--- config.mk ---
export PLATFORM = sky130hd
export DESIGN_NAME = por_rst_seq
export DESIGN_NICKNAME = d
export VERILOG_FILES = /design/src/rtl/por_rst_pkg.sv /design/src/rtl/por_rst_sync.sv /design/src/rtl/por_rst_startup.sv /design/src/rtl/por_rst_flag.sv /design/src/rtl/por_rst_seq.sv
export SDC_FILE = /design/constraint.sdc
export NUM_CORES = 1
export LEC_CHECK = 0
export ABC_AREA = 1
export BUFFER_PORTS_ARGS = -buffer_cell sky130_fd_sc_hd__buf_2
export CORE_MARGIN = 2
export CORE_UTILIZATION = 58
export CTS_CLUSTER_DIAMETER = 50
export DETAILED_ROUTE_END_ITERATION = 6
export GPL_ROUTABILITY_DRIVEN = 0
export PLACE_DENSITY = 0.84
export REMOVE_ABC_BUFFERS = 1
export SLEW_MARGIN = 20
export SYNTH_ARGS = -nofsm -noshare
export SYNTH_HDL_FRONTEND = slang
export SYNTH_SLANG_ARGS = --single-unit
--- constraint.sdc ---
create_clock -name clk -period 4.1 [get_ports clk]
set_input_delay 0.82 -clock clk [delete_from_list [all_inputs] [get_ports clk]]
set_output_delay 0.82 -clock clk [all_outputs]
set_load 0.01 [all_outputs]
--- src/rtl/por_rst_pkg.sv ---
package por_rst_pkg;
   localparam int unsigned POR_FLAG_BIT = 0;

   function automatic int unsigned count_width(input int unsigned limit);
      return (limit < 2) ? 1 : $clog2(limit + 1);
   endfunction
endpackage

--- src/rtl/por_rst_sync.sv ---
module por_rst_sync #(
   parameter int unsigned STAGES     = 2,
   parameter bit          ACTIVE_LOW = 1'b1
) (
   input  logic clk,
   input  logic arst_n,
   input  logic pin,
   output logic req_sync
);
   logic pin_act;
   logic [STAGES-1:0] stage_q;

   if (STAGES < 2) begin : g_bad_stages
      $error("por_rst_sync: STAGES must be at least 2");
   end

   if (ACTIVE_LOW) begin : g_low
      assign pin_act = ~pin;
   end else begin : g_high
      assign pin_act = pin;
   end

   for (genvar i = 0; i < STAGES; i++) begin : g_stage
      logic d_in;
      if (i == 0) begin : g_first
         assign d_in = pin_act;
      end else begin : g_next
         assign d_in = stage_q[i-1];
      end
      always_ff @(posedge clk or negedge arst_n) begin
         if (!arst_n) stage_q[i] <= 1'b1;
         else         stage_q[i] <= d_in;
      end
   end

   assign req_sync = stage_q[STAGES-1];

   assert_sync_shift_R4: assert property (@(posedge clk) disable iff (!arst_n)
      stage_q[0] |=> stage_q[1]);
endmodule

--- src/rtl/por_rst_startup.sv ---
module por_rst_startup
   import por_rst_pkg::*;
#(
   parameter int unsigned LIMIT = 65536
) (
   input  logic clk,
   input  logic supply_ok,
   output logic hold_next
);
   localparam int unsigned CNT_W = count_width(LIMIT);
   localparam logic [CNT_W-1:0] LIMIT_V = CNT_W'(LIMIT);

   logic [CNT_W-1:0] cnt_q, cnt_d;

   always_comb begin
      cnt_d = (cnt_q == LIMIT_V) ? cnt_q : cnt_q + 1'b1;
   end

   always_ff @(posedge clk or negedge supply_ok) begin
      if (!supply_ok) cnt_q <= '0;
      else            cnt_q <= cnt_d;
   end

   assign hold_next = (cnt_d != LIMIT_V);

   assert_count_step_R2: assert property (@(posedge clk) disable iff (!supply_ok)
      (cnt_q != LIMIT_V) |=> (cnt_q == CNT_W'($past(cnt_q) + 1'b1)));
   assert_count_stays_R2: assert property (@(posedge clk) disable iff (!supply_ok)
      (cnt_q == LIMIT_V) |=> (cnt_q == LIMIT_V));
   assert_count_zero_R1: assert property (@(posedge clk)
      !supply_ok |-> (cnt_q == '0));
endmodule

--- src/rtl/por_rst_flag.sv ---
module por_rst_flag
   import por_rst_pkg::*;
#(
   parameter int unsigned REG_W = 8
) (
   input  logic             clk,
   input  logic             supply_ok,
   input  logic             clr_req,
   output logic [REG_W-1:0] rd_data
);
   logic flag_q;

   if (REG_W <= POR_FLAG_BIT) begin : g_bad_width
      $error("por_rst_flag: REG_W too small for flag bit");
   end

   always_ff @(posedge clk or negedge supply_ok) begin
      if (!supply_ok)   flag_q <= 1'b1;
      else if (clr_req) flag_q <= 1'b0;
   end

   always_comb begin
      rd_data = '0;
      rd_data[POR_FLAG_BIT] = flag_q;
   end

   assert_flag_clear_R9: assert property (@(posedge clk) disable iff (!supply_ok)
      clr_req |=> !rd_data[POR_FLAG_BIT]);
   assert_flag_sticky_R8: assert property (@(posedge clk) disable iff (!supply_ok)
      (rd_data[POR_FLAG_BIT] && !clr_req) |=> rd_data[POR_FLAG_BIT]);
   assert_flag_no_set_R8: assert property (@(posedge clk) disable iff (!supply_ok)
      !rd_data[POR_FLAG_BIT] |=> !rd_data[POR_FLAG_BIT]);
endmodule

--- src/rtl/por_rst_seq.sv ---
module por_rst_seq
   import por_rst_pkg::*;
#(
   parameter int unsigned STARTUP_CYCLES = 65536,
   parameter int unsigned SYNC_STAGES    = 2,
   parameter int unsigned REG_W          = 8,
   parameter bit          EXT_ACTIVE_LOW = 1'b1
) (
   input  logic             clk,
   input  logic             supply_ok,
   input  logic             ext_rst_pin,
   input  logic             wdt_rst_req,
   input  logic             osc_fail_hold,
   input  logic             reg_wr_en,
   input  logic [REG_W-1:0] reg_wr_data,
   output logic [REG_W-1:0] reg_rd_data,
   output logic             sys_rst
);
   logic ext_req;
   logic settle_hold;
   logic rst_d;
   logic rst_q;
   logic unused_wr_bits;

   if (STARTUP_CYCLES < SYNC_STAGES + 1) begin : g_bad_startup
      $error("por_rst_seq: STARTUP_CYCLES must exceed SYNC_STAGES");
   end

   por_rst_sync #(
      .STAGES     (SYNC_STAGES),
      .ACTIVE_LOW (EXT_ACTIVE_LOW)
   ) u_ext_sync (
      .clk      (clk),
      .arst_n   (supply_ok),
      .pin      (ext_rst_pin),
      .req_sync (ext_req)
   );

   por_rst_startup #(
      .LIMIT (STARTUP_CYCLES)
   ) u_startup (
      .clk       (clk),
      .supply_ok (supply_ok),
      .hold_next (settle_hold)
   );

   por_rst_flag #(
      .REG_W (REG_W)
   ) u_flag (
      .clk       (clk),
      .supply_ok (supply_ok),
      .clr_req   (reg_wr_en & reg_wr_data[POR_FLAG_BIT]),
      .rd_data   (reg_rd_data)
   );

   assign unused_wr_bits = ^reg_wr_data;

   assign rst_d = settle_hold | ext_req | wdt_rst_req | osc_fail_hold;

   always_ff @(posedge clk or negedge supply_ok) begin
      if (!supply_ok) rst_q <= 1'b1;
      else            rst_q <= rst_d;
   end

   assign sys_rst = rst_q;

   assert_supply_hold_R1: assert property (@(posedge clk)
      !supply_ok |-> sys_rst);
   assert_wdt_reset_R5: assert property (@(posedge clk) disable iff (!supply_ok)
      wdt_rst_req |=> sys_rst);
   assert_osc_reset_R6: assert property (@(posedge clk) disable iff (!supply_ok)
      osc_fail_hold |=> sys_rst);
   assert_ext_reset_R4: assert property (@(posedge clk) disable iff (!supply_ok)
      ext_req |=> sys_rst);
   assert_release_idle_R7: assert property (@(posedge clk) disable iff (!supply_ok)
      $fell(sys_rst) |-> $past(!wdt_rst_req && !osc_fail_hold && !ext_req));
endmodule

After elaboration in Yosys (flattened, before gate mapping)
Index checks and enable logic that the tools add are counted.
{ "word_totals": {"ff_bits": 21, "latchBits": 0, "mem_bits_rw": 0, "romBits": 0, "input_bits": 14, "out_inout_bits": 9, "wordCells": 14, "mem_count": 0} }
{ "op_classes": {"n_addsub": 1, "multipliers": 0, "div_mod_pow": 0, "n_lt_le_gt_ge": 0, "eq_ne": 2, "n_shift": 0, "n_mux": 1, "n_bitwise": 5, "reduce_logical": 0} }
{ "op_table": {"columns": ["op", "n"], "rows": [
  ["$add A17 B1 Y17 const B", 1],
  ["$eq A17 B17 Y1 const B", 1],
  ["$mux W17", 1],
  ["$ne A17 B17 Y1 const B", 1],
  ["$or A1 B1 Y1", 3],
  ["$and A1 B1 Y1", 1],
  ["$not A1 Y1", 1]
]} }

Depth between registers and ports, before layout
Gate-level depths: netlist of the first run.
{ "depth": {"depth_word": 6, "depth_mapped": 13, "depth_no_buf": 13} }

By module
From an unflattened synthesis of the first run, not the netlist that was laid out.
{ "hier_totals": {"hier_cells": 166, "hier_area_um2": 1237.4} }
{ "by_module_without_submodules": {"columns": ["module", "n_inst", "cells_each", "area_per_inst_um2", "seq_area_each_um2"], "rows": [
  ["por_rst_startup", 1, 145, 1036.0, 425.4],
  ["por_rst_flag", 1, 12, 100.1, 26.3],
  ["por_rst_sync", 1, 3, 56.3, 52.6],
  ["por_rst_seq", 1, 6, 45.0, 26.3]
]} }

Worst setup path before layout of the first run
OpenSTA, ideal clock, no wires.
{ "synth_timing": {"path_type": "flip-flop to flip-flop", "from": "register u_startup.cnt_q[0]", "to": "register rst_q, in the netlist sys_rst", "setup_ns": 0.084, "arrival_time_ns": 1.352, "required_time_ns": 4.016, "setup_slack_ns": 2.663, "path_stages_with_launch": 10, "n_path_buf": 0, "synth_period_minus_slack_ns": 1.437, "cell_sequence": "dfrtp_1 > ha_1 > nand3_2 > nor2_4 > xor2_1 > nand2_1 > nor2_1 > nand2_1 > nor2_1 > nand3_1"} }
{ "synth_via": {"elab_chain_cells": 6, "elab_cells_between_ends": 7, "classes_between": "1 x add/sub; 2 x eq/ne; 1 x mux; 3 x bitwise"} }
{ "synth_rtl": {"columns": ["element", "line", "source"], "rows": [
  ["from (decl)", "por_rst_startup.sv:13", "logic [CNT_W-1:0] cnt_q, cnt_d;"],
  ["from (signal assigned)", "por_rst_startup.sv:21", "else cnt_q <= cnt_d;"],
  ["$add A17 B1 Y17 or $eq A17 B17 Y1 (tied branches)", "por_rst_startup.sv:16", "cnt_d = (cnt_q == LIMIT_V) ? cnt_q : cnt_q + 1'b1;"],
  ["$mux W17 (*)", "por_rst_startup.sv:16", null],
  ["$ne A17 B17 Y1 (*)", "por_rst_startup.sv:24", "assign hold_next = (cnt_d != LIMIT_V);"],
  ["$or A1 B1 Y1 (*) (3 in a row)", "por_rst_seq.sv:58", "assign rst_d = settle_hold | ext_req | wdt_rst_req | osc_fail_hold;"],
  ["net rst_d", "por_rst_seq.sv:21", "logic rst_d;"],
  ["to (signal assigned)", "por_rst_seq.sv:62", "else rst_q <= rst_d;"],
  ["to (decl)", "por_rst_seq.sv:22", "logic rst_q;"]
]} }
Mark *: on every way through the listed nets, which the timed path passes. The rest lies on a longest branch.
A chain may end at the register's enable or synchronous reset.

Worst setup path in the final report of the first run
{ "layout_timing": {"from": "register u_flag.flag_q", "to": "output reg_rd_data[0]"} }
{ "layout_lines": {"columns": ["element", "line", "source"], "rows": [
  ["from (decl)", "por_rst_flag.sv:11", "logic flag_q;"],
  ["from (signal assigned)", "por_rst_flag.sv:18", "if (!supply_ok) flag_q <= 1'b1;"],
  ["from (signal assigned)", "por_rst_flag.sv:19", "else if (clr_req) flag_q <= 1'b0;"],
  ["to (decl)", "por_rst_seq.sv:16", "output logic [REG_W-1:0] reg_rd_data,"]
]} }
No word-level cell between the ends.

==> metrics, run 1 <==
status complete, no violations; delay-heaviest family, CP flip-flops; fill count 168; final setup vio count 0; nets@finish 190; starting density of the core 0.6269; largest net degree at the start of global routing 22; power per standard cell area 243.3 nW/um2; worst reg-to-reg setup slack 2.40 ns; die width 50.29 um; critical path depth 1; I/O Buffers 8; Post-Synthesis Cell Area 1242 um2; Synth top cells by count nand2_1 (40), nor2_1 (28), inv_1 (23), dfrtp_1 (17), nand3_1 (12); clk_lat worst skew 0.29 ns; Num CTS Buffers 3; # resized after CTS 0; Crit Reg-Reg Startpoint u_startup.cnt_q[0]; via count 998; synthesis-to-layout area growth 5.035%; unrepaired setup endpoints after global routing no; initial antenna violation count 0; Mapped Avg Cell Area 7.622 um2; Synth area leaders dfrtp_1 (34%), nand2_1 (12%), dfstp_2 (8.5%), nor2_1 (8.5%), inv_1 (6.9%); mean routed wirelength per cell 10.70 um; vias in the first global route 916; Clock Pin Slew Worst Setup and Hold Paths 0.12 ns; crit path capture type primary output; Worst EP arrival 0.96 ns; Die Area 2529 um2; met3 usage 0.02679; Ant. Diodes 0; setup TNS 0 ns; Max-cap violations 0; DRT Pass-1 Iters 4; CP max stage cell dfstp_2; met1 usage 0.2573; fin crit share 0.4345; post-synthesis async set-or-reset flop share 1.000; Cell Chain, Critical Path buf_2; total grt overflow 0; YS warnings 0; I/O pin total 23; TritonCTS clock tree built; Setup crit start kind register; final clock skew 0.001084 ns; post-CTS setup repair buffer count 0; R2R cell count 10; CTS Root Buffer Type clkbuf_4; worst vdd ir 0.0002350 V; Crit Path Max Fanout 2; share of cells above drive strength 1 0.1387; Min-Delay Path Class reg -> reg; first-pass GRT wire length 3739 um; Post-synth EDFFs 0; Most Crowded Layer GR met2; DRC Markers 0; CP peak stage delay 0.55 ns; buffers and inverters on the worst path 1; Leakage 0.6931 nW; FP Rows 16; met2 GRT Util 0.3268; CP Capture Point reg_rd_data[0]; area of the core 1982 um2; Primary FF master, synth dfrtp_1; Post-Syn Instances 163; Slew Viols, Final 0; hold buffers post-CTS 0; CP Data Required Time 3.28 ns; reg2reg end sys_rst; clk buf depth 2; Max Freq 561.4 MHz; DP HPWL 1686 um; CP startpoint u_flag.flag_q; sequential share of the synthesized area 0.4270; Post-Route WL 2139 um; share of the synthesized area in the top cell type 0.3424; Final min period 1.781 ns; post-synth cell types 22; clock sink total 21; DR iter-0 viols 21; Yosys reg bits 21; Crit Path Class reg -> out; DRT antenna net count 0; H-tree depth 1; count leader, synth nand2_1; chip height 50.29 um; final hold violations 0; Layout Cells excl Fill 200; Vias/cell 4.990; dpl cells 196; Synth area leader dfrtp_1; gr usage total 0.1914
[worst min path at each step]
stage                                from                   to  slack (ns)  cells past startpoint
2_1_floorplan  u_ext_sync.g_stage[1].d_in  u_ext_sync.req_sync        0.35                      0
3_3_place_gp   u_ext_sync.g_stage[1].d_in  u_ext_sync.req_sync        0.35                      0
3_5_place_dp   u_ext_sync.g_stage[1].d_in  u_ext_sync.req_sync        0.35                      0
4_1_cts        u_ext_sync.g_stage[1].d_in  u_ext_sync.req_sync        0.37                      0
5_1_grt        u_ext_sync.g_stage[1].d_in  u_ext_sync.req_sync        0.37                      0
6_report       u_ext_sync.g_stage[1].d_in  u_ext_sync.req_sync        0.36                      0
[area by class of cell]
type	count	area, um2	area share
timing repair buffer	8	40.04	0.03068
inverter	23	86.33	0.06616
sequential	21	530.5	0.4065
clock buffer	4	26.28	0.02013
tap	27	33.78	0.02589
multi-input combinational	117	588.1	0.4506
[cells in the final DEF, fill, tap and decap left out]
master    instances
xnor2_1           2
clkbuf_1          1
nor3_1            4
dfstp_2           4
conb_1            7
nand4_1           3
ha_1              2
a21boi_0          1
o21ai_2           2
nand2_1          40
xor2_1            7
nor2_1           28
nor3_4            1
nor2_4            1
nand3_1          12
dfrtp_1          17
inv_1            23
nand2_2           1
o21ai_1           1
nand3b_1          1
buf_2             8
clkbuf_4          3
nand3_2           2
nor2_2            2
[cells by family (layout without fill, tap and decap cells)]
group,Yosys count,count (layout),synth area share
fa+ha+maj,2,2,0.02014
xor+xnor,9,9,0.06345
compound gates,4,4,0.02417
buf+inv,31,35,0.1178
simple gates,95,95,0.3444
flops,21,21,0.4270
other cells,1,7,0.003018
[layer usage]
| metal | up-vias | part of all wire |
|---|---|---|
| li1 | 504 | - |
| met1 | 460 | 0.47 |
| met2 | 32 | 0.47 |
| met3 | 2 | 0.052 |
| met4 | 0 | 0.0056 |
| met5 | - | 0 |
[flip-flops by register name, indices dropped and copies added, names as in the netlist]
name	cells
u_startup.cnt_q	17
sys_rst	1
u_ext_sync.g_stage.d_in	1
u_ext_sync.req_sync	1
u_flag.flag_q	1
[power by group]
| group | internal (mW) | switching, mW |
|---|---|---|
| clock | 0.0377 | 0.0605 |
| sequential | 0.209 | 0.000256 |
| combinational | 0.00237 | 0.00768 |
[through the flow]
step                      worst slack [ns]  cell area [um2]  total power [mW]    util  hold slack [ns]
after global routing                 2.205             1305            0.3303  0.6585           0.3671
after detailed placement             2.430             1279            0.2233  0.6452           0.3479
final                                2.319             1305            0.3175  0.6585           0.3635
after global placement               2.449             1279            0.2231  0.6452           0.3470
after CTS                            2.318             1305            0.3191  0.6585           0.3656
after floorplan                      2.663             1205            0.2165       -           0.3452
Note: power is estimated with default switching activity, not from simulation.
==> inputs of run 2 (changes only) <==
CORE_UTILIZATION = 49   (was 58)
PLACE_DENSITY = 0.76   (was 0.84)
clock period = 1.45 ns   (was 4.1 ns; I/O delays follow)
==> metrics, run 2 (synthesis gave the netlist of run 1 again) <==
worst vdd ir 0.0007749 V (+230%); FP Rows 18 (+2); final core utilization 0.6914 (+0.03290); Setup crit start kind register; Post-Route WL 2956 um (+38%); via count 1166 (+17%); starting density of the core 0.5108 (-0.1161); clk buf depth 2 (unchanged); Clock Pin Slew Worst Setup and Hold Paths 0.13 ns (about the same); Num CTS Buffers 3 (unchanged); share of cells above drive strength 1 0.3883 (+0.2496); DRT Pass-1 Iters 4 (unchanged); DRT antenna net count 0 (unchanged); Largest register FFs 17 (unchanged); Leakage 0.8953 nW (+29%); CTS Root Buffer Type clkbuf_4; WHS 0.07301 ns (-0.2905 ns); CP most frequent cell nand2_1; Crit Path Class reg -> reg; DP HPWL 2016 um (+20%); unrepaired setup endpoints after global routing yes; Cell Chain, Critical Path inv_2 > ha_4 > inv_2 > nor2_1 > nand2_1 > nor2_2 > nand2_1 > nand2_2 > nand3_2 > nor2_1 > nand2_1 > nor2_2 > nand3_1; delay-heaviest family, CP simple AND/OR/NAND/NOR gates; finished layout cell area 1682 um2 (+29%); CP max stage cell dfrtp_2; fin crit share 1.142; vias in the first global route 1147 (+25%); Worst EP arrival 1.91 ns (+0.95 ns); setup TNS -0.3227 ns (-0.3227 ns); CP peak stage delay 0.47 ns (-0.08 ns); Post-Place Cell Area 1478 um2 (+16%); nets@finish 223 (+17%); DR iter-0 viols 23 (+9.5%); buffers and inverters on the worst path 2 (+1); final setup vio count 3 (+3); Layout Cells excl Fill 236 (+18%); largest net degree at the start of global routing 22 (unchanged); crit path capture type register; power consumption 0.9177 mW (+190%); Biggest register u_startup.cnt_q; I/O Buffers 8 (unchanged); first-pass GRT wire length 4692 um (+25%); R2R cell count 13 (+3); Ant. Diodes 0 (unchanged); CP Data Required Time 1.70 ns (-1.58 ns); Die Area 2954 um2 (+17%); Max-cap violations 0 (unchanged); synthesis-to-layout area growth 35.35%; Final WS setup -0.2061 ns (-2.525 ns); status finished with violations; Vias/cell 4.941 (-0.99%); chip height 54.36 um (+8.1%); hold path cells 2 (+2); Min-Delay Path Class in -> reg; clock sink total 21 (unchanged); power per standard cell area 545.7 nW/um2 (+120%); die width 54.36 um (+8.1%); most frequent cells in the layout nand2_1 (35), buf_4 (32), nor2_1 (24); worst slack at placement -0.1960 ns (-2.626 ns); area of the core 2432 um2 (+23%); mean routed wirelength per cell 12.53 um (+17%); total grt overflow 0 (unchanged); dpl cells 225 (+15%); I/O pin total 23 (unchanged); failing checks setup timing; clk_lat worst skew 0.31 ns (+0.02 ns); initial antenna violation count 0 (unchanged); final hold violations 0 (unchanged); final clock skew 0.009538 ns (+0.008455 ns); Final min period 1.656 ns; commonest non-fill, non-tap cell in the layout nand2_1; DRC Markers 0 (unchanged); Crit Path Max Fanout 4 (+2); Max Freq 603.8 MHz; critical path depth 13 (+12); gr usage total 0.2252 (+0.03372); H-tree depth 1 (unchanged); TritonCTS clock tree built; Slew Viols, Final 0 (unchanged)
## run 2: changes by cell type in the layout (fill, tap and decap cells not counted), moves of 3 or more
cell | previous run | this run
buf_4 | 0 | 32
dfrtp_1 | 17 | 12
dfrtp_2 | 0 | 5
inv_1 | 23 | 20
inv_2 | 0 | 3
nand2_1 | 40 | 35
nand2_2 | 1 | 4
nor2_1 | 28 | 24
nor2_4 | 1 | 4
## run 2: layer usage
layer / track usage / wire (um)
met2: 0.3956 / 1642
met3: 0.06011 / 79
met4: 0.1208 / 45
met5: 0 / 0
met1: 0.2448 / 1188
## run 2: final cells by class
cell class / count / area (um2)
Fill cell: 185 / 750.7
Multi-Input combinational cell: 117 / 700.7
Sequential cell: 21 / 536.8
Timing Repair Buffer: 41 / 290.3
Inverter: 23 / 86.33
Tap cell: 30 / 37.54
Clock buffer: 3 / 22.52
Clock inverter: 1 / 7.507
## run 2: final timing paths
kind | from | end | slack [ns]
setup / recovery | u_startup.cnt_q[0] | sys_rst | -0.21
hold / removal | ext_rst_pin | u_ext_sync.g_stage[1].d_in | 0.07
setup reg to reg | u_startup.cnt_q[0] | sys_rst | -0.21
hold reg to reg | u_ext_sync.g_stage[1].d_in | u_ext_sync.req_sync | 0.36
max in group asynchronous | supply_ok | u_startup.cnt_q[0] | 0.63
min in group asynchronous | supply_ok | u_startup.cnt_q[3] | 0.45
## run 2: timing repair
action / in CTS / in global routing
endpoints found under the setup margin: 3 / 6
resized for setup: 9 / 23
hold buffers: 1 / 0
buffers inserted: 1 / 6
cloned: 0 / 0
pin swaps: 3 / 15
endpoints found under the hold margin: 17 / 0
## run 2: worst reg2reg max path, cell delays in order, from the launching register on
cell and delay [ns]:
dfrtp_2 0.47, inv_2 0.10, ha_4 0.14, inv_2 0.03, nor2_1 0.07, nand2_1 0.08
nor2_2 0.12, nand2_1 0.08, nand2_2 0.09, nand3_2 0.06, nor2_1 0.11, nand2_1 0.08
nor2_2 0.12, nand3_1 0.08
## run 2: power breakdown
group | internal [mW] | leakage (nW) | switching, mW
logic | 0.00885 | 0.623 | 0.0227
registers | 0.591 | 0.258 | 0.000694
clock network | 0.105 | 0.0139 | 0.189
